<file path="config.mk">
export PLATFORM = sky130hd
export DESIGN_NAME = xcvr_recal_seq
export DESIGN_NICKNAME = d
export VERILOG_FILES = /design/src/rtl/recal_seq_pkg.sv /design/src/rtl/recal_bus_master.sv /design/src/rtl/recal_timeout.sv /design/src/rtl/recal_rmw_merge.sv /design/src/rtl/xcvr_recal_seq.sv
export SDC_FILE = /design/constraint.sdc
export NUM_CORES = 1
export LEC_CHECK = 0
export BUFFER_PORTS_ARGS = -buffer_cell sky130_fd_sc_hd__buf_2
export CORE_UTILIZATION = 45
export DETAILED_ROUTE_END_ITERATION = 16
export GPL_TIMING_DRIVEN = 0
export PLACE_DENSITY = 0.75
export SYNTH_ARGS = -nofsm -noshare
export SYNTH_HDL_FRONTEND = slang
export SYNTH_SLANG_ARGS = --single-unit
</file>
<file path="constraint.sdc">
create_clock -name clk -period 2.7 [get_ports clk]
set_input_delay 0.135 -clock clk [delete_from_list [all_inputs] [get_ports clk]]
set_output_delay 0.135 -clock clk [all_outputs]
set_load 0.1 [all_outputs]
</file>
<file path="src/rtl/recal_seq_pkg.sv">
package recal_seq_pkg;

    localparam int unsigned RC_AW = 10;

    localparam logic [RC_AW-1:0] RC_ADDR_ARB   = 10'h000;
    localparam logic [RC_AW-1:0] RC_ADDR_CALEN = 10'h100;
    localparam logic [RC_AW-1:0] RC_ADDR_RATE  = 10'h166;
    localparam logic [RC_AW-1:0] RC_ADDR_CAP   = 10'h281;

    localparam int unsigned RC_ARB_REQ = 2;
    localparam int unsigned RC_ARB_REL = 1;

    // bit positions
    localparam int unsigned RC_BIT_GRANT_PEND = 2;
    localparam int unsigned RC_BIT_RXBUSY     = 1;
    localparam int unsigned RC_BIT_TXBUSY     = 0;
    localparam int unsigned RC_BIT_RXBOE      = 5;
    localparam int unsigned RC_BIT_TXBOE      = 4;
    localparam int unsigned RC_BIT_RATE       = 7;
    localparam int unsigned RC_BIT_ADAPT      = 6;
    localparam int unsigned RC_BIT_RXCAL      = 1;
    localparam int unsigned RC_BIT_TXCAL      = 5;

    typedef enum logic [3:0] {
        ST_IDLE,
        ST_REQ,
        ST_GRANT_RD,
        ST_CALEN,
        ST_RATE_RD,
        ST_RATE_WR,
        ST_CAP_RD,
        ST_CAP_WR,
        ST_REL,
        ST_POLL_RD,
        ST_DONE
    } seq_state_e;

    typedef enum logic [1:0] {
        BM_IDLE,
        BM_CMD,
        BM_RDATA,
        BM_ACK
    } bm_state_e;

endpackage

</file>
<file path="src/rtl/recal_bus_master.sv">
module recal_bus_master
    import recal_seq_pkg::*;
#(
    parameter int unsigned AW = RC_AW,
    parameter int unsigned DW = 32
) (
    input  logic          clk,
    input  logic          rst_n,
    input  logic          req_i,
    input  logic          we_i,
    input  logic [AW-1:0] addr_i,
    input  logic [DW-1:0] wdata_i,
    output logic          ack_o,
    output logic [DW-1:0] rdata_o,
    output logic [AW-1:0] bus_addr_o,
    output logic          bus_wr_o,
    output logic          bus_rd_o,
    output logic [DW-1:0] bus_wdata_o,
    input  logic          bus_wait_i,
    input  logic [DW-1:0] bus_rdata_i,
    input  logic          bus_rvalid_i
);

    bm_state_e     st_q;
    logic          we_q;
    logic [AW-1:0] addr_q;
    logic [DW-1:0] wdata_q;
    logic [DW-1:0] rdata_q;

    always_ff @(posedge clk) begin
        if (!rst_n) begin
            st_q    <= BM_IDLE;
            we_q    <= 1'b0;
            addr_q  <= '0;
            wdata_q <= '0;
            rdata_q <= '0;
        end else begin
            unique case (st_q)
                BM_IDLE: begin
                    if (req_i) begin
                        st_q    <= BM_CMD;
                        we_q    <= we_i;
                        addr_q  <= addr_i;
                        wdata_q <= wdata_i;
                    end
                end
                BM_CMD: begin
                    if (!bus_wait_i) begin
                        st_q <= we_q ? BM_ACK : BM_RDATA;
                    end
                end
                BM_RDATA: begin
                    if (bus_rvalid_i) begin
                        rdata_q <= bus_rdata_i;
                        st_q    <= BM_ACK;
                    end
                end
                BM_ACK:  st_q <= BM_IDLE;
                default: st_q <= BM_IDLE;
            endcase
        end
    end

    always_comb begin
        bus_wr_o    = (st_q == BM_CMD) && we_q;
        bus_rd_o    = (st_q == BM_CMD) && !we_q;
        bus_addr_o  = addr_q;
        bus_wdata_o = wdata_q;
        ack_o       = (st_q == BM_ACK);
        rdata_o     = rdata_q;
    end

    assert_excl_strobe_R2: assert property (@(posedge clk) disable iff (!rst_n)
        !(bus_wr_o && bus_rd_o))
        else $error("read and write strobes together");

    assert_hold_stall_R2: assert property (@(posedge clk) disable iff (!rst_n)
        ((bus_wr_o || bus_rd_o) && bus_wait_i) |=>
            ($stable(bus_wr_o) && $stable(bus_rd_o) && $stable(bus_addr_o) && $stable(bus_wdata_o)))
        else $error("access changed during stall");

endmodule

</file>
<file path="src/rtl/recal_timeout.sv">
module recal_timeout #(
    parameter int unsigned TOW = 16
) (
    input  logic           clk,
    input  logic           rst_n,
    input  logic           run_i,
    input  logic [TOW-1:0] limit_i,
    output logic           expired_o
);

    localparam logic [TOW-1:0] CNT_MAX = '1;

    logic [TOW-1:0] cnt_q;

    always_ff @(posedge clk) begin
        if (!rst_n) begin
            cnt_q <= '0;
        end else if (!run_i) begin
            cnt_q <= '0;
        end else if (cnt_q != CNT_MAX) begin
            cnt_q <= cnt_q + 1'b1;
        end
    end

    assign expired_o = (cnt_q >= limit_i);

    assert_tmo_saturate_R11: assert property (@(posedge clk) disable iff (!rst_n)
        (run_i && cnt_q == CNT_MAX) |=> (cnt_q == CNT_MAX))
        else $error("timeout counter wrapped");

endmodule

</file>
<file path="src/rtl/recal_rmw_merge.sv">
module recal_rmw_merge #(
    parameter int unsigned DW = 32
) (
    input  logic [DW-1:0] old_i,
    input  logic [DW-1:0] mask_i,
    input  logic [DW-1:0] val_i,
    output logic [DW-1:0] new_o
);

    for (genvar b = 0; b < DW; b++) begin : g_bit
        assign new_o[b] = mask_i[b] ? val_i[b] : old_i[b];
    end

endmodule

</file>
<file path="src/rtl/xcvr_recal_seq.sv">
module xcvr_recal_seq
    import recal_seq_pkg::*;
#(
    parameter int unsigned DW  = 32,
    parameter int unsigned TOW = 16
) (
    input  logic             clk,
    input  logic             rst_n,
    input  logic             start_i,
    input  logic             tx_cal_en_i,
    input  logic             rx_cal_en_i,
    input  logic             rate_kept_i,
    input  logic             tx_busy_oe_i,
    input  logic             rx_busy_oe_i,
    input  logic [TOW-1:0]   tmo_limit_i,
    output logic             busy_o,
    output logic             done_o,
    output logic             err_o,
    output logic [RC_AW-1:0] bus_addr_o,
    output logic             bus_wr_o,
    output logic             bus_rd_o,
    output logic [DW-1:0]    bus_wdata_o,
    input  logic             bus_wait_i,
    input  logic [DW-1:0]    bus_rdata_i,
    input  logic             bus_rvalid_i
);

    seq_state_e state_q, state_d;

    logic tx_q, rx_q, kept_q, txoe_q, rxoe_q, err_q;

    logic             acc_req, acc_we, acc_ack;
    logic [RC_AW-1:0] acc_addr;
    logic [DW-1:0]    acc_wdata, rd_data;
    logic [DW-1:0]    mrg_mask, mrg_val, mrg_data, calen_val;
    logic             tmo_run, tmo_expired;
    logic             grant_ok, cal_idle, tmo_fire, start_ok;

    recal_bus_master #(.AW(RC_AW), .DW(DW)) u_bm (
        .clk          (clk),
        .rst_n        (rst_n),
        .req_i        (acc_req),
        .we_i         (acc_we),
        .addr_i       (acc_addr),
        .wdata_i      (acc_wdata),
        .ack_o        (acc_ack),
        .rdata_o      (rd_data),
        .bus_addr_o   (bus_addr_o),
        .bus_wr_o     (bus_wr_o),
        .bus_rd_o     (bus_rd_o),
        .bus_wdata_o  (bus_wdata_o),
        .bus_wait_i   (bus_wait_i),
        .bus_rdata_i  (bus_rdata_i),
        .bus_rvalid_i (bus_rvalid_i)
    );

    recal_timeout #(.TOW(TOW)) u_tmo (
        .clk       (clk),
        .rst_n     (rst_n),
        .run_i     (tmo_run),
        .limit_i   (tmo_limit_i),
        .expired_o (tmo_expired)
    );

    recal_rmw_merge #(.DW(DW)) u_merge (
        .old_i  (rd_data),
        .mask_i (mrg_mask),
        .val_i  (mrg_val),
        .new_o  (mrg_data)
    );

    assign start_ok = (state_q == ST_IDLE) && start_i;
    assign grant_ok = !rd_data[RC_BIT_GRANT_PEND];
    assign cal_idle = !rd_data[RC_BIT_RXBUSY] && !rd_data[RC_BIT_TXBUSY];
    assign tmo_run  = (state_q == ST_GRANT_RD) || (state_q == ST_POLL_RD);
    assign tmo_fire = acc_ack && tmo_expired &&
                      (((state_q == ST_GRANT_RD) && !grant_ok) ||
                       ((state_q == ST_POLL_RD) && !cal_idle));

    // state register
    always_ff @(posedge clk) begin
        if (!rst_n) begin
            state_q <= ST_IDLE;
        end else begin
            state_q <= state_d;
        end
    end

    // settings latched on an accepted start, error flag
    always_ff @(posedge clk) begin
        if (!rst_n) begin
            tx_q   <= 1'b0;
            rx_q   <= 1'b0;
            kept_q <= 1'b0;
            txoe_q <= 1'b0;
            rxoe_q <= 1'b0;
            err_q  <= 1'b0;
        end else if (start_ok) begin
            tx_q   <= tx_cal_en_i;
            rx_q   <= rx_cal_en_i;
            kept_q <= rate_kept_i;
            txoe_q <= tx_busy_oe_i;
            rxoe_q <= rx_busy_oe_i;
            err_q  <= 1'b0;
        end else if (tmo_fire) begin
            err_q  <= 1'b1;
        end
    end

    // next state
    always_comb begin
        state_d = state_q;
        unique case (state_q)
            ST_IDLE:     if (start_i) state_d = ST_REQ;
            ST_REQ:      if (acc_ack) state_d = ST_GRANT_RD;
            ST_GRANT_RD: begin
                if (acc_ack) begin
                    if (grant_ok)         state_d = ST_CALEN;
                    else if (tmo_expired) state_d = ST_IDLE;
                end
            end
            ST_CALEN:    if (acc_ack) state_d = ST_RATE_RD;
            ST_RATE_RD:  if (acc_ack) state_d = ST_RATE_WR;
            ST_RATE_WR:  if (acc_ack) state_d = ST_CAP_RD;
            ST_CAP_RD:   if (acc_ack) state_d = ST_CAP_WR;
            ST_CAP_WR:   if (acc_ack) state_d = ST_REL;
            ST_REL:      if (acc_ack) state_d = ST_POLL_RD;
            ST_POLL_RD: begin
                if (acc_ack) begin
                    if (cal_idle)         state_d = ST_DONE;
                    else if (tmo_expired) state_d = ST_IDLE;
                end
            end
            ST_DONE:     state_d = ST_IDLE;
            default:     state_d = ST_IDLE;
        endcase
    end

    // merge mask and value for the two read-modify-writes
    always_comb begin
        mrg_mask  = '0;
        mrg_val   = '0;
        calen_val = '0;
        calen_val[RC_BIT_RXCAL] = rx_q;
        calen_val[RC_BIT_TXCAL] = tx_q;
        if (state_q == ST_RATE_WR) begin
            mrg_mask[RC_BIT_RATE] = 1'b1;
            mrg_val[RC_BIT_RATE]  = kept_q;
        end else begin
            mrg_mask[RC_BIT_RXBOE] = 1'b1;
            mrg_mask[RC_BIT_TXBOE] = 1'b1;
            mrg_val[RC_BIT_RXBOE]  = rxoe_q;
            mrg_val[RC_BIT_TXBOE]  = txoe_q;
        end
    end

    // outputs per state
    always_comb begin
        acc_req   = 1'b0;
        acc_we    = 1'b0;
        acc_addr  = RC_ADDR_ARB;
        acc_wdata = '0;
        unique case (state_q)
            ST_REQ: begin
                acc_req   = 1'b1;
                acc_we    = 1'b1;
                acc_addr  = RC_ADDR_ARB;
                acc_wdata = DW'(RC_ARB_REQ);
            end
            ST_GRANT_RD: begin
                acc_req  = 1'b1;
                acc_addr = RC_ADDR_CAP;
            end
            ST_CALEN: begin
                acc_req   = 1'b1;
                acc_we    = 1'b1;
                acc_addr  = RC_ADDR_CALEN;
                acc_wdata = calen_val;
            end
            ST_RATE_RD: begin
                acc_req  = 1'b1;
                acc_addr = RC_ADDR_RATE;
            end
            ST_RATE_WR: begin
                acc_req   = 1'b1;
                acc_we    = 1'b1;
                acc_addr  = RC_ADDR_RATE;
                acc_wdata = mrg_data;
            end
            ST_CAP_RD: begin
                acc_req  = 1'b1;
                acc_addr = RC_ADDR_CAP;
            end
            ST_CAP_WR: begin
                acc_req   = 1'b1;
                acc_we    = 1'b1;
                acc_addr  = RC_ADDR_CAP;
                acc_wdata = mrg_data;
            end
            ST_REL: begin
                acc_req   = 1'b1;
                acc_we    = 1'b1;
                acc_addr  = RC_ADDR_ARB;
                acc_wdata = DW'(RC_ARB_REL);
            end
            ST_POLL_RD: begin
                acc_req  = 1'b1;
                acc_addr = RC_ADDR_CAP;
            end
            ST_IDLE, ST_DONE: begin
                acc_req = 1'b0;
            end
            default: acc_req = 1'b0;
        endcase
    end

    assign busy_o = (state_q != ST_IDLE);
    assign done_o = (state_q == ST_DONE);
    assign err_o  = err_q;

    assert_idle_quiet_R1: assert property (@(posedge clk) disable iff (!rst_n)
        (state_q == ST_IDLE && $past(state_q) == ST_IDLE) |-> !(bus_wr_o || bus_rd_o))
        else $error("strobe while idle");

    assert_grant_poll_only_R4: assert property (@(posedge clk) disable iff (!rst_n)
        ((bus_wr_o || bus_rd_o) && state_q == ST_GRANT_RD) |-> (bus_rd_o && bus_addr_o == RC_ADDR_CAP))
        else $error("access other than grant poll before grant");

    assert_adapt_off_R5: assert property (@(posedge clk) disable iff (!rst_n)
        (bus_wr_o && bus_addr_o == RC_ADDR_CALEN) |-> !bus_wdata_o[RC_BIT_ADAPT])
        else $error("adaptation trigger bit set");

    assert_done_pulse_R9: assert property (@(posedge clk) disable iff (!rst_n)
        done_o |=> !done_o)
        else $error("done longer than one cycle");

    assert_start_ignored_R10: assert property (@(posedge clk) disable iff (!rst_n)
        (start_i && state_q != ST_IDLE && state_q != ST_REQ) |=> (state_q != ST_REQ))
        else $error("start restarted a running sequence");

    assert_err_idle_R11: assert property (@(posedge clk) disable iff (!rst_n)
        err_o |-> (!busy_o || $past(start_ok)))
        else $error("error flag outside idle");

endmodule

</file>
==> flow_summary.json <==
{
  "netlist_area_sq_um": 4650,
  "fmax_mhz": 457,
  "endpoint": "done_o",
  "placedCellCount": 818,
  "yosysWarnings": 0,
  "slowest_delay_ps": 430,
  "slew_headroom_pct": 63.9,
  "p_int_mw": 2.38,
  "peakVddDrop_mv": 0.533,
  "clkSlewWorstSetupHoldPaths_ps": 100,
  "worst_pin_slew_ps": 541,
  "max_cap_viol_count": 0,
  "synth_ff_type": "dfxtp_1",
  "clock_sinks": 96,
  "period_minus_slack_ps": 2190,
  "layout.cells.non_filler": 865,
  "antenna_found_initial": 0,
  "worstSetupEndpointType": "output pin",
  "gp_congestion": 0.886,
  "postRouteAntennaNets": 0,
  "cts_buffer_depth": 2,
  "num_io_pins": 105,
  "grtUsageTotal_pct": 23.6,
  "pwr-share-comb_pct": 38.0,
  "wl_met2_microns": 5970,
  "first_global_vias": 4314,
  "power_frac_seq_pct": 39.5,
  "clockPowerShare_pct": 22.5,
  "overflow": 0,
  "setup.worst_path.class": "reg -> out",
  "core-area_sq_um": 9910,
  "ff2ff_path_depth": 7,
  "skew_ps": 13.9,
  "root_buffer": "clkbuf_8",
  "die_height_microns": 104,
  "num-nets-final": 807,
  "cts_tree": "done",
  "avgSynthCellArea_sq_um": 7.99,
  "grt_max_degree": 19,
  "timing.rr.end": "err_o",
  "wl_met1_microns": 5560,
  "setup_viol": 0,
  "p_switching_mw": 1.70,
  "slew_violations": 0,
  "cp-startpoint": "state_q[3]",
  "r2r_start": "u_tmo.cnt_q[0]",
  "ys_async_sr_fraction_pct": 0,
  "worstPathRequired_ps": 2570,
  "crit_arrival_ps": 2050,
  "cp_max_fo": 10,
  "finalSetupTns_ps": 0,
  "via_count": 4592,
  "layout-drive-gt1-share_pct": 20.8,
  "path_cells": "buf_2 > buf_1 > and3_1 > buf_2",
  "hpwl_microns": 8830,
  "clk_latency_ps": 380,
  "post-place-ws_ps": 611,
  "rows": 36,
  "ys_types": 53,
  "seq_area_frac_synth_pct": 41.3,
  "final_common_cell": "nand2_1",
  "slowest_stage": "buf_2",
  "syn_inst": 582,
  "dr.max_layer_used": "met4",
  "r2r_slack_ps": 600,
  "met3_wirelength_microns": 692,
  "die_area_sq_um": 10700,
  "switching_share_pct": 41.7,
  "worstSetupStartpointType": "flip-flop",
  "areaGrowthSynthToFinish_pct": 25.3,
  "leakagePower_nw": 2.43,
  "start_util_pct": 46.9,
  "cts_resized": 0,
  "drc_errors": 0,
  "period_share_pct": 81.0,
  "firstDrtPassIters": 4,
  "layout_setup_ws_ps": 513,
  "hold_viol": 0,
  "cts_buffers": 9,
  "initialDrtViolationCount": 276,
  "synth_seq_cells": 96,
  "rsz0062_at_grt": "false",
  "fp.dieW_microns": 104,
  "port_buffers": 102,
  "routed_wl_microns": 12500,
  "vias_per_cell": 5.31,
  "hp-class": "in -> reg",
  "most-common-layout-cells": "nand2_1, buf_2, dfxtp_1",
  "status": "complete, no violations",
  "crit_top_cell": "buf_2",
  "post_drt_wl_per_cell_microns": 14.4,
  "synth_edf_count": 0,
  "holdWs_ps": 17.2,
  "antenna_cells": 0,
  "power.density_nw_per_um2": 701,
  "grt_pass1_wl_microns": 20400,
  "htreeDepth": 3
}
==> Yosys cell counts, drive strengths merged, types with 9 or more instances <==
master,number,area (sq um)
mux2i,9,90.1
nand2,118,443
ha,22,275
dfxtp,96,1920
nor2,34,128
nand3,44,225
o21ai,16,80.1
a21oi,81,405
xnor2,9,78.8
clkbuf,17,63.8
inv,29,109
a211oi,11,97.6
buf,25,199
==> metal layers <==
metal / track usage [%] / vias up
li1: - / 2280
met1: 29.9 / 2126
met2: 39.3 / 163
met3: 4.47 / 23
met4: 9.73 / 0
met5: 0 / -
==> power groups by stage <==
| stage | logic (mW) | clock network, mW | registers [mW] |
|---|---|---|---|
| CTS | 1.53 | 0.939 | 1.61 |
| floorplan | 1.05 | 0 | 1.76 |
| global placement | 1.46 | 0 | 1.64 |
| detailed placement | 1.49 | 0 | 1.64 |
| finish | 1.55 | 0.919 | 1.61 |
| global route | 1.66 | 0.996 | 1.63 |
==> registers in the layout (all words and copies together) (netlist names), 2 cells and up <==
| register | count |
|---|---|
| u_bm.bus_wdata_o | 32 |
| u_bm.st_q | 2 |
| u_bm.bus_addr_o | 3 |
| u_tmo.cnt_q | 16 |
| u_bm.rdata_o | 32 |
| state_q | 4 |
==> per-stage QoR <==
stage / area [sq um] / power [mW] / util [%]
final: 5830 / 4.08 / 58.8
after global routing: 5830 / 4.28 / 58.8
after CTS: 5830 / 4.08 / 58.8
after detailed placement: 5330 / 3.13 / 53.8
after global placement: 5330 / 3.09 / 53.8
after floorplan: 4650 / 2.81 / -
==> layout make-up <==
class	count	area, sq um
Multi-Input combinational cell	415	2360
Sequential cell	96	1920
Inverter	30	113
Tap cell	133	166
Buffer	42	263
Fill cell	907	4080
Clock buffer	9	124
Timing Repair Buffer	133	821
Clock inverter	7	61.3
==> worst max-delay path: cells and delay by family, from the launching register on <==
| kind | cells | cell delay [ps] |
|---|---|---|
| and+or+nand+nor | 1 | 250 |
| buffers and inverters | 3 | 1040 |
| DFF | 1 | 380 |
==> how the worst min path moves through the flow <==
stage          cells past startpoint  slack, ps             endpoint      startpoint
6_report                           3         20      u_bm.rdata_o[8]  bus_rdata_i[8]
5_1_grt                            3          4      u_bm.rdata_o[8]  bus_rdata_i[8]
4_1_cts                            3        0.4      u_bm.rdata_o[8]  bus_rdata_i[8]
3_5_place_dp                       3        380               rxoe_q    rx_busy_oe_i
3_3_place_gp                       3        370               kept_q     rate_kept_i
2_1_floorplan                      1        260  u_bm.bus_wdata_o[1]           rst_n
==> logic make-up after synthesis <==
logic type	Yosys count	synth area share, %
simple gates	236	23.1
compound gates	134	17.1
flops	96	41.3
buf+inv	72	8.07
fa+ha+maj	22	5.92
mux	12	2.66
xor+xnor	9	1.70
other cells	1	0.0807
==> timing repair <==
item | in CTS | in global routing
setup endpoints to repair | 0 | 0
hold endpoints to repair | 31 | 0
hold buffers | 31 | 0
setup buffers | 0 | 0
(Power assumes the default switching activity.)
